==> src/rtl/tx_gap_pkg.sv <==
package tx_gap_pkg;

   // Which gap, if any, the counter restarts with on this edge
   typedef enum logic [1:0] {
      LD_NONE  = 2'd0,
      LD_OWN   = 2'd1,
      LD_DEFER = 2'd2
   } gap_load_e;

   function automatic int max2(input int a, input int b);
      return (a > b) ? a : b;
   endfunction

endpackage

==> src/rtl/tx_gap_sync.sv <==
module tx_gap_sync #(
   parameter int STAGES = 2
) (
   input  logic clk,
   input  logic rst_n,
   input  logic d_async,
   output logic q_sync
);

   generate
      if (STAGES < 1) begin : g_bad_depth
         $error("tx_gap_sync: STAGES must be at least 1");
      end

      if (STAGES == 1) begin : g_single
         logic ff_q;
         always_ff @(posedge clk or negedge rst_n) begin
            if (!rst_n) ff_q <= 1'b0;
            else        ff_q <= d_async;
         end
         assign q_sync = ff_q;
      end else begin : g_chain
         logic [STAGES-1:0] chain_q;
         always_ff @(posedge clk or negedge rst_n) begin
            if (!rst_n) chain_q <= '0;
            else        chain_q <= {chain_q[STAGES-2:0], d_async};
         end
         assign q_sync = chain_q[STAGES-1];
      end
   endgenerate

endmodule

==> src/rtl/tx_gap_counter.sv <==
module tx_gap_counter
   import tx_gap_pkg::*;
#(
   parameter int GAP_W     = 7,
   parameter int B2B_LAT   = 3,
   parameter int DEF_LAT   = 6,
   parameter int SYNC      = 2,
   parameter int RST_FIELD = 21
) (
   input  logic             clk,
   input  logic             rst_n,
   input  gap_load_e        load_sel,
   input  logic [GAP_W-1:0] own_field,
   input  logic [GAP_W-1:0] def_field,
   output logic             rem_zero
);

   localparam int MAX_T = max2(B2B_LAT, DEF_LAT) + (1 << GAP_W) - 1;
   localparam int CNT_W = $clog2(MAX_T + 1);
   // The grant register adds one edge, and the deferred path has already spent SYNC edges.
   localparam int OWN_BASE = B2B_LAT - 1;
   localparam int DEF_BASE = DEF_LAT - SYNC - 1;
   localparam logic [CNT_W-1:0] RST_LOAD = CNT_W'(B2B_LAT - 1 + RST_FIELD);

   generate
      if (B2B_LAT < 2) begin : g_bad_own
         $error("tx_gap_counter: B2B_LAT must be at least 2");
      end
      if (DEF_LAT < SYNC + 2) begin : g_bad_def
         $error("tx_gap_counter: DEF_LAT must exceed SYNC by at least 2");
      end
      if (RST_FIELD >= (1 << GAP_W)) begin : g_bad_rst
         $error("tx_gap_counter: RST_FIELD does not fit GAP_W");
      end
   endgenerate

   logic [CNT_W-1:0] rem_q;
   logic [CNT_W-1:0] own_load;
   logic [CNT_W-1:0] def_load;

   assign own_load = CNT_W'(OWN_BASE) + CNT_W'(own_field);
   assign def_load = CNT_W'(DEF_BASE) + CNT_W'(def_field);

   always_ff @(posedge clk or negedge rst_n) begin
      if (!rst_n) begin
         rem_q <= RST_LOAD;
      end else begin
         case (load_sel)
            LD_OWN:   rem_q <= own_load;
            LD_DEFER: rem_q <= def_load;
            default: begin
               if (rem_q != '0) rem_q <= rem_q - CNT_W'(1);
            end
         endcase
      end
   end

   assign rem_zero = (rem_q == '0);

   // a running gap steps down by one per edge, whatever the fields do
   p_step_down_r7: assert property (@(posedge clk) disable iff (!rst_n)
      (load_sel == LD_NONE && rem_q != '0) |=> (rem_q == $past(rem_q) - CNT_W'(1)));

   // the count never exceeds the longest possible gap
   p_in_range_r9: assert property (@(posedge clk) disable iff (!rst_n)
      rem_q <= CNT_W'(MAX_T));

endmodule

==> src/rtl/tx_gap_grant.sv <==
module tx_gap_grant (
   input  logic clk,
   input  logic rst_n,
   input  logic tx_req,
   input  logic permit,
   output logic grant
);

   logic grant_q;

   always_ff @(posedge clk or negedge rst_n) begin
      if (!rst_n) grant_q <= 1'b0;
      else        grant_q <= tx_req && (grant_q || permit);
   end

   assign grant = grant_q;

   // a released request removes the grant on the next edge
   p_release_r6: assert property (@(posedge clk) disable iff (!rst_n)
      !tx_req |=> !grant);

   // a held request keeps the grant
   p_hold_r6: assert property (@(posedge clk) disable iff (!rst_n)
      (grant && tx_req) |=> grant);

endmodule

==> src/rtl/tx_gap_timer.sv <==
module tx_gap_timer
   import tx_gap_pkg::*;
#(
   parameter int GAP_W       = 7,
   parameter int SYNC_STAGES = 2,
   parameter int B2B_LAT     = 3,
   parameter int DEF_LAT     = 6,
   parameter int RST_B2B_GAP = 21
) (
   input  logic             clk,
   input  logic             rst_n,
   input  logic             crs_async,
   input  logic             tx_done,
   input  logic             tx_req,
   input  logic [GAP_W-1:0] b2b_gap,
   input  logic [GAP_W-1:0] defer_gap,
   output logic             tx_grant
);

   logic      crs_s;
   logic      crs_prev_q;
   logic      def_start;
   logic      rem_zero;
   logic      permit;
   gap_load_e load_sel;

   tx_gap_sync #(.STAGES(SYNC_STAGES)) u_sync (
      .clk     (clk),
      .rst_n   (rst_n),
      .d_async (crs_async),
      .q_sync  (crs_s)
   );

   always_ff @(posedge clk or negedge rst_n) begin
      if (!rst_n) crs_prev_q <= 1'b0;
      else        crs_prev_q <= crs_s;
   end

   assign def_start = crs_prev_q && !crs_s;

   // own end-of-frame beats a carrier fall on the same edge
   always_comb begin
      if (tx_done)        load_sel = LD_OWN;
      else if (def_start) load_sel = LD_DEFER;
      else                load_sel = LD_NONE;
   end

   tx_gap_counter #(
      .GAP_W     (GAP_W),
      .B2B_LAT   (B2B_LAT),
      .DEF_LAT   (DEF_LAT),
      .SYNC      (SYNC_STAGES),
      .RST_FIELD (RST_B2B_GAP)
   ) u_counter (
      .clk       (clk),
      .rst_n     (rst_n),
      .load_sel  (load_sel),
      .own_field (b2b_gap),
      .def_field (defer_gap),
      .rem_zero  (rem_zero)
   );

   assign permit = rem_zero && !crs_s && !crs_prev_q && !tx_done;

   tx_gap_grant u_grant (
      .clk    (clk),
      .rst_n  (rst_n),
      .tx_req (tx_req),
      .permit (permit),
      .grant  (tx_grant)
   );

   // synchronized carrier blocks a new grant
   p_carrier_blocks_r5: assert property (@(posedge clk) disable iff (!rst_n)
      crs_s |=> !$rose(tx_grant));

   // the edge that samples end-of-frame never opens the grant
   p_done_blocks_r2: assert property (@(posedge clk) disable iff (!rst_n)
      tx_done |=> !$rose(tx_grant));

   // a grant only opens after the gap counter has run out
   p_grant_after_gap_r3: assert property (@(posedge clk) disable iff (!rst_n)
      $rose(tx_grant) |-> $past(rem_zero));

endmodule

==> config.mk <==
export PLATFORM = sky130hd
export DESIGN_NAME = tx_gap_timer
export DESIGN_NICKNAME = d
export VERILOG_FILES = /design/src/rtl/tx_gap_pkg.sv /design/src/rtl/tx_gap_sync.sv /design/src/rtl/tx_gap_counter.sv /design/src/rtl/tx_gap_grant.sv /design/src/rtl/tx_gap_timer.sv
export SDC_FILE = /design/constraint.sdc
export NUM_CORES = 1
export LEC_CHECK = 0
export BUFFER_PORTS_ARGS = -buffer_cell sky130_fd_sc_hd__buf_2
export CAP_MARGIN = 20
export CORE_AREA = 2 2 45 47
export DETAILED_ROUTE_END_ITERATION = 10
export DIE_AREA = 0 0 47 49
export PLACE_DENSITY = 0.73
export SYNTH_ARGS = -nofsm -noshare
export SYNTH_HDL_FRONTEND = slang
export SYNTH_SLANG_ARGS = --single-unit
==> constraint.sdc <==
create_clock -name clk -period 2.33 [get_ports clk]
set_clock_uncertainty 0.05 [all_clocks]
set_input_delay 0.233 -clock clk [delete_from_list [all_inputs] [get_ports clk]]
set_output_delay 0.233 -clock clk [all_outputs]
set_load 0.05 [all_outputs]
==> impl_metrics.env <==
export IMPL_muxShareOfSynthArea_pct=2.282
export IMPL_ant_nets=0
export IMPL_reg2reg_depth=7
export IMPL_place_ws_ps=560.7
export IMPL_cp_num_cells=7
export IMPL_min_path_type="in -> reg"
export IMPL_vdd_ir_drop_worst_mv=0.4640
export IMPL_crit_arrival_ps=1870
export IMPL_synth_compound_area_share_pct=15.41
export IMPL_drive_gt1_share_pct=27.83
export IMPL_io_buffers=19
export IMPL_synthSimpleGateAreaFrac_pct=25.11
export IMPL_period_needed_ps=1769
export IMPL_tightest_slew_ps=488.0
export IMPL_post_place_cells=136
export IMPL_start_util_pct=47.62
export IMPL_critical_path_required_ps=2430
export IMPL_synth_seq_area_share_pct=34.81
export IMPL_status="finished clean"
export IMPL_die_area_sq_um=2303
export IMPL_grt_pass1_vias=741
export IMPL_synth_top_area_share_pct=22.82
export IMPL_die_w_microns=47
export IMPL_p_int_mw=0.4041
export IMPL_timing_rr_end="u_counter.rem_q[6]$_DFFE_PN0P_"
export IMPL_num_io_pins=20
export IMPL_syn_cell_area_sq_um=877.1
export IMPL_wl_per_cell_microns=13.38
export IMPL_n_antenna_cell=0
export IMPL_cts_reportedPaths_clkPinSlew_ps=80
export IMPL_timing_final_ws_setup_ps=561.2
export IMPL_crit_path_start_kind="flop"
export IMPL_drtIter0Drc=29
export IMPL_htreeDepth=1
export IMPL_p_sw_mw=0.1718
export IMPL_synth_distinct_cells=38
export IMPL_max_stage_delay_ps=550
export IMPL_comb_power_share_pct=25.8
export IMPL_tritoncts="built"
export IMPL_synth_xor_xnor_area_share_pct=13.98
export IMPL_grt_max_degree=18
export IMPL_core_sq_um=1842
export IMPL_avgViaCountPerCell=5.437
export IMPL_timing_slew_headroom_pct=67.22
export IMPL_postCtsSetupRepairBufs=0
export IMPL_crit_family="flip-flops"
export IMPL_final_hold_viol_count=0
export IMPL_clkSinkCount=12
export IMPL_root_buffer="clkbuf_4"
export IMPL_power_density_nw_per_um2=546.7
export IMPL_synth_area_leaders="dfrtp_1 (23%), dfstp_2 (12%), xnor2_1 (9.0%)"
export IMPL_slowest_stage="dfstp_2"
export IMPL_drt_wl_total_microns=1900
export IMPL_final_cells=142
export IMPL_criticalPathCategory="reg -> reg"
export IMPL_antenna_found_initial=0
export IMPL_rows=16
export IMPL_drtPass1Iterations=6
export IMPL_gp_congestion=0.8225
export IMPL_end_kind="flop"
export IMPL_r2r_slack_ps=560
export IMPL_ys_ff_latch=12
export IMPL_fin_crit_sh_pct=75.91
export IMPL_fin_nets=139
export IMPL_yosys_area_share_adder_pct=5.706
export IMPL_rsz0062_at_grt="no"
export IMPL_cp_max_fo=3
export IMPL_yosysWarnings=0
export IMPL_synthesis_instances=92
export IMPL_drcViolationCount=0
export IMPL_grt_pass1_wl_microns=3249
export IMPL_tns_ps=0
export IMPL_setup_viol=0
export IMPL_synth_nets=115
export IMPL_slew_violations=0
export IMPL_yosys_area_top_type="dfrtp_1"
export IMPL_critPathLaunch="u_counter.rem_q[0]$_DFFE_PN1P_"
export IMPL_synth_area_per_cell_sq_um=9.534
export IMPL_grt_usage_pct=19.49
export IMPL_hpwl_microns=1480
export IMPL_cts_buffer_depth=2
export IMPL_crit_chain="inv_1, ha_1, nor3b_2, nor3b_1, xor2_1, a221oi_1, nor2_1"
export IMPL_vias=772
export IMPL_drv_cap=0
export IMPL_r2r_start="u_counter.rem_q[0]$_DFFE_PN1P_"
export IMPL_switching_share_pct=29.82
export IMPL_cts_buffers=3
export IMPL_dieHeight_microns=49
export IMPL_seq_power_share_pct=45.8
export IMPL_critical_path_buf_inv_count=1
export IMPL_crit_end="u_counter.rem_q[6]$_DFFE_PN0P_"
export IMPL_max_freq_ghz=0.5654
export IMPL_synth_top_family_by_area="simple AND/OR/NAND/NOR gates"
export IMPL_grt_overflow=0
export IMPL_leakagePower_nw=0.4523
export IMPL_synthToLayoutAreaGrowth_pct=20.11
export IMPL_power_frac_clock_pct=28.4
export IMPL_clk_latency_ps=270
-- layer usage --
layer / wire (microns) / global-route usage, %
met2: 905 / 28.54
met1: 871 / 28.40
met4: 29 / 4.167
met5: 0 / 0
met3: 94 / 5.556
-- cell families (layout without fill, tap and decap cells) --
group,after synthesis,count (layout)
buf+inv,6,29
compound gates,19,19
simple gates,35,35
mux,2,2
flops,12,12
fa+ha+maj,4,4
xor+xnor,14,14
-- worst reg2reg max path: stages, from the launching register on --
cell and delay (ps):
dfstp_2 550, inv_1 60, ha_1 210, nor3b_2 170, nor3b_1 150, xor2_1 140, a221oi_1 260, nor2_1 60
-- registers in the layout, indices dropped and copies added, names as in the netlist --
name and count:
u_counter.rem_q 8, u_sync.g_chain.chain_q 2, crs_prev_q 1, u_grant.grant 1
-- power by group through the flow --
stage | Sequential (mW) | Combinational [mW] | Clock [mW]
floorplan | 0.262 | 0.0993 | 0
global placement | 0.267 | 0.143 | 0
detailed placement | 0.267 | 0.146 | 0
CTS | 0.263 | 0.149 | 0.170
global route | 0.267 | 0.167 | 0.183
finish | 0.263 | 0.149 | 0.164
-- per-stage QoR --
stage / total power, mW / hold slack [ps] / util (%) / instance area, sq um
floorplan: 0.3614 / -112.6 / - / 877.1
global route: 0.6166 / 137.6 / 57.20 / 1054
CTS: 0.5815 / 5.690 / 56.66 / 1044
detailed placement: 0.4129 / 72.78 / 54.14 / 997.2
global placement: 0.4097 / 69.37 / 54.14 / 997.2
finish: 0.5759 / 151.6 / 57.20 / 1054
-- how the worst min path moves through the flow --
stage / from / endpoint / slack (ps) / cells after the start
after floorplan: rst_n / crs_prev_q$_DFF_PN0_ / -110 / 0
after global placement: rst_n / crs_prev_q$_DFF_PN0_ / 70 / 1
after detailed placement: rst_n / crs_prev_q$_DFF_PN0_ / 70 / 1
after CTS: crs_async / u_sync.g_chain.chain_q[0]$_DFF_PN0_ / 6 / 1
after global routing: b2b_gap[0] / u_counter.rem_q[0]$_DFFE_PN1P_ / 140 / 2
final: b2b_gap[0] / u_counter.rem_q[0]$_DFFE_PN1P_ / 150 / 2
-- cells in the mapped netlist --
| library cell | instances |
|---|---|
| nor2_1 | 10 |
| buf_2 | 1 |
| nor3b_4 | 1 |
| xor2_1 | 5 |
| nor3_2 | 1 |
| nand2_1 | 2 |
| dfstp_2 | 4 |
| a211oi_1 | 3 |
| or3_1 | 1 |
| inv_1 | 4 |
| a32oi_1 | 1 |
| nand3b_1 | 1 |
| o41ai_1 | 1 |
| clkbuf_1 | 1 |
| nor2_4 | 1 |
| nor3b_2 | 1 |
| a221o_1 | 1 |
| nand3_1 | 5 |
| and3_1 | 1 |
| mux2i_1 | 2 |
| nand4_1 | 2 |
| nor3_1 | 3 |
| a22oi_1 | 1 |
| a221oi_1 | 1 |
| nand2b_1 | 2 |
| xnor2_1 | 9 |
| dfrtp_1 | 8 |
| a222oi_1 | 1 |
| o2111ai_1 | 1 |
| nor2b_4 | 1 |
| o31ai_1 | 1 |
| and4b_1 | 1 |
| a21oi_1 | 3 |
| o21ai_0 | 4 |
| a21boi_0 | 1 |
| ha_1 | 4 |
| nor2b_1 | 1 |
| nor3b_1 | 1 |
-- layout make-up --
| cell class | instances | area [sq um] |
|---|---|---|
| flip-flops and latches | 12 | 305.3 |
| multi-input cells | 74 | 548.0 |
| inverters | 4 | 15.01 |
| fillers | 180 | 788.3 |
| well taps | 27 | 33.78 |
| repair buffers | 21 | 115.1 |
| clock buffers | 4 | 36.28 |
-- cells in the final DEF (no fill, tap or decap), types with 4 or more instances in the layout --
master / netlist / layout
buf_2: 1 / 19
nor2_1: 10 / 10
xnor2_1: 9 / 9
dfrtp_1: 8 / 8
nand3_1: 5 / 5
xor2_1: 5 / 5
inv_1: 4 / 4
o21ai_0: 4 / 4
ha_1: 4 / 4
dfstp_2: 4 / 4
-- timing repair --
| item | CTS | global route |
|---|---|---|
| setup endpoints to repair | 0 | 0 |
| hold buffers | 1 | 1 |
| endpoints found under the hold margin | 8 | 1 |
| gates resized for setup | 0 | 0 |
Power figures use the tool's default switching activity.
